`config.mk`:
```
export PLATFORM = sky130hd
export DESIGN_NAME = pci_width_negotiator
export DESIGN_NICKNAME = d
export VERILOG_FILES = /design/src/rtl/pwn_pkg.sv /design/src/rtl/pwn_cap_latch.sv /design/src/rtl/pwn_width_decide.sv /design/src/rtl/pwn_ctrl.sv /design/src/rtl/pci_width_negotiator.sv
export SDC_FILE = /design/constraint.sdc
export NUM_CORES = 1
export LEC_CHECK = 0
export ABC_AREA = 0
export BUFFER_PORTS_ARGS = -buffer_cell sky130_fd_sc_hd__buf_2
export CAP_MARGIN = 20
export CORE_MARGIN = 2
export CORE_UTILIZATION = 56
export CTS_CLUSTER_SIZE = 10
export DETAILED_ROUTE_END_ITERATION = 10
export PLACE_DENSITY = 0.9
export SKIP_LAST_GASP = 1
export SLEW_MARGIN = 20
export SYNTH_ARGS = -nofsm -noshare
export SYNTH_HDL_FRONTEND = slang
export SYNTH_HIERARCHICAL = 1
export SYNTH_SLANG_ARGS = --single-unit
export TNS_END_PERCENT = 100
```
`constraint.sdc`:
```
create_clock -name clk -period 3.47 [get_ports clk]
set_input_delay 0.1735 -clock clk [delete_from_list [all_inputs] [get_ports clk]]
set_output_delay 0.1735 -clock clk [all_outputs]
set_load 0.05 [all_outputs]
```
`src/rtl/pwn_pkg.sv`:
```
package pwn_pkg;

    typedef enum logic [1:0] {
        ST_IDLE  = 2'd0,
        ST_CLAIM = 2'd1,
        ST_DATA  = 2'd2,
        ST_TURN  = 2'd3
    } ctrl_state_e;

    // Memory-space command codes that may use a 64-bit data path
    function automatic logic is_mem_cmd(input logic [3:0] code);
        return (code == 4'h6) || (code == 4'h7) || (code == 4'hC) ||
               (code == 4'hE) || (code == 4'hF);
    endfunction

endpackage

```
`src/rtl/pwn_cap_latch.sv`:
```
module pwn_cap_latch (
    input  logic clk,
    input  logic rst_n,
    input  logic sense_n,
    output logic cap64
);
    logic cap_q;

    // Loaded only while reset is held; retained afterwards
    always_ff @(posedge clk) begin
        if (!rst_n) begin
            cap_q <= ~sense_n;
        end
    end

    assign cap64 = cap_q;

endmodule

```
`src/rtl/pwn_width_decide.sv`:
```
module pwn_width_decide #(
    parameter int CW        = 16,
    parameter int MIN_BYTES = 16
) (
    input  logic          cap64,
    input  logic          align_en,
    input  logic          force32,
    input  logic [3:0]    cmd,
    input  logic [2:0]    addr_lo,
    input  logic [CW-1:0] bytes,
    output logic          try64
);
    import pwn_pkg::*;

    logic long_enough;
    logic aligned_ok;

    always_comb begin
        long_enough = (bytes >= CW'(MIN_BYTES));
        aligned_ok  = !align_en || (addr_lo == 3'b000);
        try64       = cap64 && is_mem_cmd(cmd) && long_enough && aligned_ok && !force32;
    end

endmodule

```
`src/rtl/pwn_ctrl.sv`:
```
module pwn_ctrl #(
    parameter int AW          = 32,
    parameter int CW          = 16,
    parameter int CLAIM_LIMIT = 5
) (
    input  logic          clk,
    input  logic          rst_n,
    input  logic          req_valid,
    input  logic [3:0]    req_cmd,
    input  logic [AW-1:0] req_addr,
    input  logic [CW-1:0] req_bytes,
    input  logic          devsel_n,
    input  logic          ack64_n,
    input  logic          trdy_n,
    input  logic          stop_n,
    input  logic          try64,
    output logic [3:0]    dec_cmd,
    output logic [2:0]    dec_addr_lo,
    output logic [CW-1:0] dec_bytes,
    output logic          dec_force,
    output logic          req_ready,
    output logic          frame_n,
    output logic          req64_n,
    output logic [AW-1:0] bus_addr,
    output logic          wide_mode,
    output logic          xfer_done,
    output logic          master_abort,
    output logic [3:0]    cmd_hold,
    output logic          force32
);
    import pwn_pkg::*;

    localparam int TW = $clog2(CLAIM_LIMIT + 1);
    localparam int NARROW_BYTES = 4;
    localparam int WIDE_BYTES   = 8;

    typedef struct packed {
        ctrl_state_e   st;
        logic [3:0]    cmd;
        logic [AW-1:0] addr;
        logic [CW-1:0] cnt;
        logic          force32;
        logic          try64;
        logic          wide;
        logic          first;
        logic [TW-1:0] timer;
        logic          frame_n;
        logic          req64_n;
        logic          done;
        logic          mabort;
    } regs_t;

    localparam regs_t RESET_VAL = '{
        st: ST_IDLE, cmd: '0, addr: '0, cnt: '0, force32: 1'b0, try64: 1'b0,
        wide: 1'b0, first: 1'b0, timer: '0, frame_n: 1'b1, req64_n: 1'b1,
        done: 1'b0, mabort: 1'b0
    };

    regs_t q, d;
    logic [CW-1:0] step;
    logic [CW-1:0] claim_step;
    logic [CW-1:0] rem_after;

    always_comb begin
        d        = q;
        d.done   = 1'b0;
        d.mabort = 1'b0;

        step      = q.wide ? CW'(WIDE_BYTES) : CW'(NARROW_BYTES);
        rem_after = (q.cnt > step) ? (q.cnt - step) : '0;
        claim_step = CW'(NARROW_BYTES);

        // Width decision inputs: fresh request when idle, held state otherwise
        if (q.st == ST_IDLE) begin
            dec_cmd     = req_cmd;
            dec_addr_lo = req_addr[2:0];
            dec_bytes   = req_bytes;
            dec_force   = 1'b0;
        end else begin
            dec_cmd     = q.cmd;
            dec_addr_lo = q.addr[2:0];
            dec_bytes   = q.cnt;
            dec_force   = q.force32;
        end

        case (q.st)
            ST_IDLE: begin
                if (req_valid) begin
                    d.cmd     = req_cmd;
                    d.addr    = req_addr;
                    d.cnt     = req_bytes;
                    d.force32 = 1'b0;
                    d.try64   = try64;
                    d.wide    = 1'b0;
                    d.timer   = '0;
                    d.frame_n = 1'b0;
                    d.req64_n = ~try64;
                    d.st      = ST_CLAIM;
                end
            end
            ST_CLAIM: begin
                if (!devsel_n) begin
                    d.wide     = q.try64 && !ack64_n;
                    claim_step = d.wide ? CW'(WIDE_BYTES) : CW'(NARROW_BYTES);
                    d.frame_n  = (q.cnt <= claim_step);
                    d.req64_n  = d.frame_n || !q.try64;
                    d.first    = 1'b1;
                    d.st       = ST_DATA;
                end else if (q.timer == TW'(CLAIM_LIMIT - 1)) begin
                    d.mabort  = 1'b1;
                    d.frame_n = 1'b1;
                    d.req64_n = 1'b1;
                    d.wide    = 1'b0;
                    d.st      = ST_IDLE;
                end else begin
                    d.timer = q.timer + TW'(1);
                end
            end
            ST_DATA: begin
                if (!trdy_n) begin
                    d.cnt   = rem_after;
                    d.addr  = q.addr + AW'(step);
                    d.first = 1'b0;
                    if (rem_after == '0) begin
                        d.done    = 1'b1;
                        d.frame_n = 1'b1;
                        d.req64_n = 1'b1;
                        d.wide    = 1'b0;
                        d.st      = ST_IDLE;
                    end else if (!stop_n) begin
                        d.force32 = q.force32 || q.first;
                        d.frame_n = 1'b1;
                        d.req64_n = 1'b1;
                        d.wide    = 1'b0;
                        d.st      = ST_TURN;
                    end else begin
                        d.frame_n = (rem_after <= step);
                        d.req64_n = d.frame_n || !q.try64;
                    end
                end else if (!stop_n) begin
                    d.frame_n = 1'b1;
                    d.req64_n = 1'b1;
                    d.wide    = 1'b0;
                    d.st      = ST_TURN;
                end
            end
            default: begin
                // Bus-idle cycle, then reissue the remainder
                d.try64   = try64;
                d.timer   = '0;
                d.frame_n = 1'b0;
                d.req64_n = ~try64;
                d.st      = ST_CLAIM;
            end
        endcase
    end

    always_ff @(posedge clk) begin
        if (!rst_n) begin
            q <= RESET_VAL;
        end else begin
            q <= d;
        end
    end

    assign req_ready    = (q.st == ST_IDLE);
    assign frame_n      = q.frame_n;
    assign req64_n      = q.req64_n;
    assign bus_addr     = q.addr;
    assign wide_mode    = q.wide;
    assign xfer_done    = q.done;
    assign master_abort = q.mabort;
    assign cmd_hold     = q.cmd;
    assign force32      = q.force32;

endmodule

```
`src/rtl/pci_width_negotiator.sv`:
```
module pci_width_negotiator #(
    parameter int AW          = 32,
    parameter int CW          = 16,
    parameter int CLAIM_LIMIT = 5,
    parameter int MIN_BYTES   = 16
) (
    input  logic          clk,
    input  logic          rst_n,
    input  logic          req64_sense_n,
    input  logic          align_en,
    input  logic          req_valid,
    input  logic [3:0]    req_cmd,
    input  logic [AW-1:0] req_addr,
    input  logic [CW-1:0] req_bytes,
    output logic          req_ready,
    output logic          frame_n,
    output logic          req64_n,
    input  logic          devsel_n,
    input  logic          ack64_n,
    input  logic          trdy_n,
    input  logic          stop_n,
    output logic [AW-1:0] bus_addr,
    output logic          wide_mode,
    output logic          xfer_done,
    output logic          master_abort
);
    logic          cap64;
    logic          try64;
    logic [3:0]    dec_cmd;
    logic [2:0]    dec_addr_lo;
    logic [CW-1:0] dec_bytes;
    logic          dec_force;
    logic [3:0]    cmd_hold;
    logic          force32;

    pwn_cap_latch u_cap (
        .clk     (clk),
        .rst_n   (rst_n),
        .sense_n (req64_sense_n),
        .cap64   (cap64)
    );

    pwn_width_decide #(.CW(CW), .MIN_BYTES(MIN_BYTES)) u_dec (
        .cap64    (cap64),
        .align_en (align_en),
        .force32  (dec_force),
        .cmd      (dec_cmd),
        .addr_lo  (dec_addr_lo),
        .bytes    (dec_bytes),
        .try64    (try64)
    );

    pwn_ctrl #(.AW(AW), .CW(CW), .CLAIM_LIMIT(CLAIM_LIMIT)) u_ctrl (
        .clk          (clk),
        .rst_n        (rst_n),
        .req_valid    (req_valid),
        .req_cmd      (req_cmd),
        .req_addr     (req_addr),
        .req_bytes    (req_bytes),
        .devsel_n     (devsel_n),
        .ack64_n      (ack64_n),
        .trdy_n       (trdy_n),
        .stop_n       (stop_n),
        .try64        (try64),
        .dec_cmd      (dec_cmd),
        .dec_addr_lo  (dec_addr_lo),
        .dec_bytes    (dec_bytes),
        .dec_force    (dec_force),
        .req_ready    (req_ready),
        .frame_n      (frame_n),
        .req64_n      (req64_n),
        .bus_addr     (bus_addr),
        .wide_mode    (wide_mode),
        .xfer_done    (xfer_done),
        .master_abort (master_abort),
        .cmd_hold     (cmd_hold),
        .force32      (force32)
    );

endmodule

```
Yosys cells after proc, flatten, opt, wreduce, memory -nomap -nowiden

Index checks and enable logic that the tools add are counted.

Bits of input ports: 61
Register bits after elaboration: 66
Word-level logic and storage cells: 119
Output and inout bits: 38

Multiplexer cells: 41
$lt $le $gt $ge: 4
Add/subtract/negate cells: 3
Eq/ne operators: 17
Reduce and logical (&&, ||, !) cells: 35
Bitwise operators: 5

Operator list:

| kind                | count |
|---|---|
| $pmux 49 s2         | 1 |
| $mux 57             | 1 |
| $mux 49             | 1 |
| $add 32x16->32      | 1 |
| $le 16x16->1        | 2 |
| $mux 16             | 2 |
| $mux 2              | 11 |
| $ge 16x5->1 const B | 1 |
| $gt 16x16->1        | 1 |
| $logic_not 16->1    | 1 |
| $sub 16x16->16      | 1 |
| $reduce_and 3->1    | 5 |
| $ne 2x2->1 const B  | 7 |
| $eq 4x4->1 const B  | 3 |
| $mux 1              | 12 |
| $mux 4              | 3 |
| $pmux 2 s3          | 2 |
| $mux 3              | 3 |
| $pmux 3 s3          | 1 |
| $eq 4x3->1 const B  | 2 |
| $logic_or 1x1->1    | 8 |
| $reduce_and 2->1    | 3 |
| $logic_and 1x1->1   | 5 |
| $mux 5              | 1 |
| other kinds (18)    | 27 |

Longest topological paths before layout

Word-level depth: 14
Depth in mapped cells: 13
Mapped depth without buffers: 12

Hierarchy

Netlist, hierarchy kept.

By module, submodules not included:

| module           | times used | area each (µm²) | cells each | sequential area each (µm²) |
|---|---|---|---|---|
| pwn_ctrl         | 1          | 4,673.2         | 603        | 1,301.2 |
| pwn_width_decide | 1          | 53.8            | 8          | 0.0 |
| pwn_cap_latch    | 1          | 37.5            | 3          | 30.0 |

Worst setup path after synthesis

No wires, ideal clock.

Kind: register -> register
Start point: register u_ctrl.q, in the netlist u_ctrl/wide_mode
End point: register u_ctrl.q, in the netlist u_ctrl/frame_n
Path slack: 0.365 ns
Arrival time: 3.020 ns
Cell stages (with the launch flop): 12
Path buffers: 0
Path through: dfxtp_1 -> inv_1 -> ha_1 -> or3b_1 -> o21ai_1 -> a31oi_1 -> ha_1 -> a22oi_1 -> nor3_1 -> o21ai_0 -> o31a_1 -> o31ai_2

Word-level cells in the longest chain between the ends: 8

RTL lines:

| what                                           | line            | text |
|---|---|---|
| start, declared                                | pwn_ctrl.sv:59  | `regs_t q, d;` |
| start signal, assigned                         | pwn_ctrl.sv:160 | `q <= RESET_VAL;` |
| start signal, assigned                         | pwn_ctrl.sv:162 | `q <= d;` |
| $mux 4 (*)                                     | pwn_ctrl.sv:69  | `step = q.wide ? CW'(WIDE_BYTES) : CW'(NARROW_BYTES);` |
| $sub 16x16->16 or $gt 16x16->1 (tied branches) | pwn_ctrl.sv:70  | `rem_after = (q.cnt > step) ? (q.cnt - step) : '0;` |
| $mux 16                                        | pwn_ctrl.sv:70  |  |
| $le 16x16->1                                   | pwn_ctrl.sv:137 | `d.frame_n = (rem_after <= step);` |
| $mux 2                                         | pwn_ctrl.sv:130 | `end else if (!stop_n) begin` |
| $mux 2 (*)                                     | pwn_ctrl.sv:124 | `if (rem_after == '0) begin` |
| $mux 2 (*)                                     | pwn_ctrl.sv:120 | `if (!trdy_n) begin` |
| $pmux 2 s3 (*)                                 | pwn_ctrl.sv:86  | `case (q.st)` |

Mark *: on every way between the ends. The rest lies on a longest branch, timed or not.
A chain may end at the register's enable or synchronous reset.

Final worst setup path

Start point: register u_ctrl.q, in the netlist u_ctrl/wide_mode
End point: register u_ctrl.q, in the netlist u_ctrl/bus_addr[18]

Word-level cells in the longest chain between the ends: 4

RTL lines:

| what           | line            | text |
|---|---|---|
| $mux 4         | pwn_ctrl.sv:69  |  |
| $add 32x16->32 | pwn_ctrl.sv:122 | `d.addr = q.addr + AW'(step);` |
| $mux 49        | pwn_ctrl.sv:120 |  |
| $pmux 49 s2    | pwn_ctrl.sv:86  |  |

No other way between the ends. The select of a mux whose other input is x is not followed.

==> impl_metrics.py <==
metrics = {
    "timing": {
        "worstMarginPinSlew_ns": 0.932,
        "finalHoldViolCount": 0,
        "tns_ns": 0,
        "slew_headroom_pct": 37.6,
        "fin_crit_sh_pct": 87.5,
        "setup_viol": 0,
        "fin_crit_ns": 3.04,
        "rsz0062_at_grt": "false",
        "max_freq_mhz": 329,
        "clock_skew_ns": 0.00852,
        "maxSlewViolCount": 0,
    },
    "route": {
        "drcViolationCount": 0,
        "ant_nets": 0,
        "drtIter0Drc": 552,
        "drtPass1Iterations": 6,
        "wl_per_cell_um": 18.2,
        "wirelength_um": 13800,
        "via_count": 5065,
        "routed_via_density": 6.66,
    },
    "finish": {
        "drive_above_1_share_pct": 24.1,
        "n_antenna_cell": 0,
        "fin_nets": 726,
        "syn_to_final_growth_pct": 9.31,
    },
    "setup_path": {
        "critPathMostFrequentCell": "inv_1",
        "cp_slowest_cell": "nor4_1",
        "crit_path_max_fanout": 9,
        "cp.arrival_ns": 3.23,
        "reg2reg_slack_ns": 0.43,
        "endpoint_kind": "register",
        "endpoint": "u_ctrl/bus_addr[18]",
        "crit_path_max_incr_delay_ns": 0.60,
        "cp-start-kind": "register",
        "critical_path_class": "register to register",
        "reg2regPathDepth": 10,
        "worstPathCellList": "inv_1, ha_1, inv_1, fa_1, nand3b_1, nor4_1, nand3_1, mux2_1, nand2_1, a31oi_1",
        "worstReg2RegEnd": "u_ctrl/bus_addr[18]",
        "cp.required_ns": 3.66,
        "r2r_start": "u_ctrl/wide_mode",
        "startpoint": "u_ctrl/wide_mode",
        "path_depth": 10,
        "critPathBufInv": 2,
        "crit_family": "simple AND/OR/NAND/NOR gates",
    },
    "yosys": {
        "synth_nets": 681,
        "syn_avg_cell_area_um2": 7.76,
        "synth_area_mm2": 0.00469,
        "ys_warn_count": 6,
        "netlist_instances": 605,
    },
    "clocking": {
        "cts_root_buf": "clkbuf_8",
        "cts_max_level": 3,
        "clk_pin_slew_worst_paths_ns": 0.07,
        "ctsResizeCount": 0,
        "cts_tree": "built",
        "clockBufferDepth": 2,
        "cts_setup_buffers": 0,
        "cts_buffers": 9,
        "clock_latency_ns": 0.35,
        "cts_hold_buf": 0,
        "cts.sinks": 66,
    },
    "pwr": {
        "vdd_drop_max_uv": 218,
        "totalPowerFinal_mw": 2.58,
        "leakagePower_nw": 2.06,
        "p_per_area_mw_per_mm2": 503,
    },
    "place": {
        "gp_congestion": 0.946,
        "io_buffers": 98,
        "dp_hpwl_um": 9660,
    },
    "global_route": {
        "grt_pass1_vias": 4654,
        "gr-total-overflow": 0,
        "grt_start_max_net_pins": 47,
        "antenna_found_initial": 0,
        "grt_pass1_wl_um": 21800,
        "grt_usage_pct": 30.2,
    },
    "floorplanning": {
        "die_w_um": 95.5,
        "io_pins": 99,
        "fp-row-count": 33,
        "die-area_mm2": 0.00913,
        "core_mm2": 0.00818,
        "start_util_pct": 57.4,
        "die_h_um": 95.5,
    },
    "run_status": {
        "status": "complete, no violations",
    },
    "worst_hold_path": {
        "hold_path.class": "input port to register",
        "min_from": "req64_sense_n",
    },
    "job": {
        "drv_cap": 0,
    },
}
## through the flow
stage | util, % | hold WS, ns | cell area (µm²) | setup slack, ns | instances
detailed placement | 60.7 | 0.423 | 4960 | 0.505 | 744
CTS | 62.7 | 0.0590 | 5130 | 0.477 | 760
global placement | 60.7 | 0.420 | 4960 | 0.665 | 744
global route | 62.7 | 0.0594 | 5130 | 0.209 | 760
floorplan | - | 0.305 | 4690 | 0.365 | 605
finish | 62.7 | 0.0651 | 5130 | 0.433 | 760
## placed cells by master (no fill, tap or decap), types with 12 or more instances in the layout
| master | n |
|---|---|
| buf_2 | 98 |
| dfxtp_1 | 65 |
| a21oi_1 | 59 |
| nand2_1 | 51 |
| nor2_1 | 50 |
| o21ai_0 | 35 |
| nand3_1 | 22 |
| inv_1 | 19 |
| mux2_2 | 18 |
| nor3_1 | 18 |
| a31oi_1 | 14 |
| ha_1 | 13 |
| o22ai_1 | 12 |
## registers in the layout, indices dropped and copies added (netlist names)
name and cells:
u_ctrl/master_abort 1, u_ctrl/xfer_done 1, u_cap/cap64 1, u_ctrl/wide_mode 1
u_ctrl/frame_n 1, u_ctrl/q 23, u_ctrl/bus_addr 32, u_ctrl/req64_n 1
u_ctrl/force32 1, u_ctrl/cmd_hold 4
## worst min path at each step
stage / to / slack [ns] / depth (start not counted)
floorplan: u_cap/cap64 / 0.30 / 1
global placement: u_ctrl/bus_addr[8] / 0.42 / 3
detailed placement: u_cap/cap64 / 0.42 / 2
CTS: u_cap/cap64 / 0.06 / 2
global route: u_cap/cap64 / 0.06 / 2
finish: u_cap/cap64 / 0.07 / 2
## power by group
group          leakage [nW]  internal [mW]  total [mW]  switching [mW]
clock                0.0807          0.279       0.587           0.307
combinational          1.44          0.360        1.05           0.689
sequential            0.542          0.840       0.945           0.105
total                  2.06           1.48        2.58            1.10
## cell type report
| type | count | area [µm²] |
|---|---|---|
| tap | 105 | 131 |
| inverter | 21 | 78.8 |
| sequential | 66 | 1330 |
| fill | 721 | 3050 |
| clock buffer | 14 | 153 |
| clock inverter | 2 | 12.5 |
| timing repair buffer | 108 | 566 |
| multi-input combinational | 444 | 2860 |
## layer usage
| layer | vias to the layer above | part of all wire [%] | global-route usage (%) |
|---|---|---|---|
| met5 | - | 0 | 0 |
| met4 | 0 | 2.7 | 13.3 |
| li1 | 2293 | - | - |
| met1 | 2363 | 40 | 39.4 |
| met2 | 355 | 47 | 48.2 |
| met3 | 54 | 10 | 6.32 |
Power figures use the tool's default switching activity.
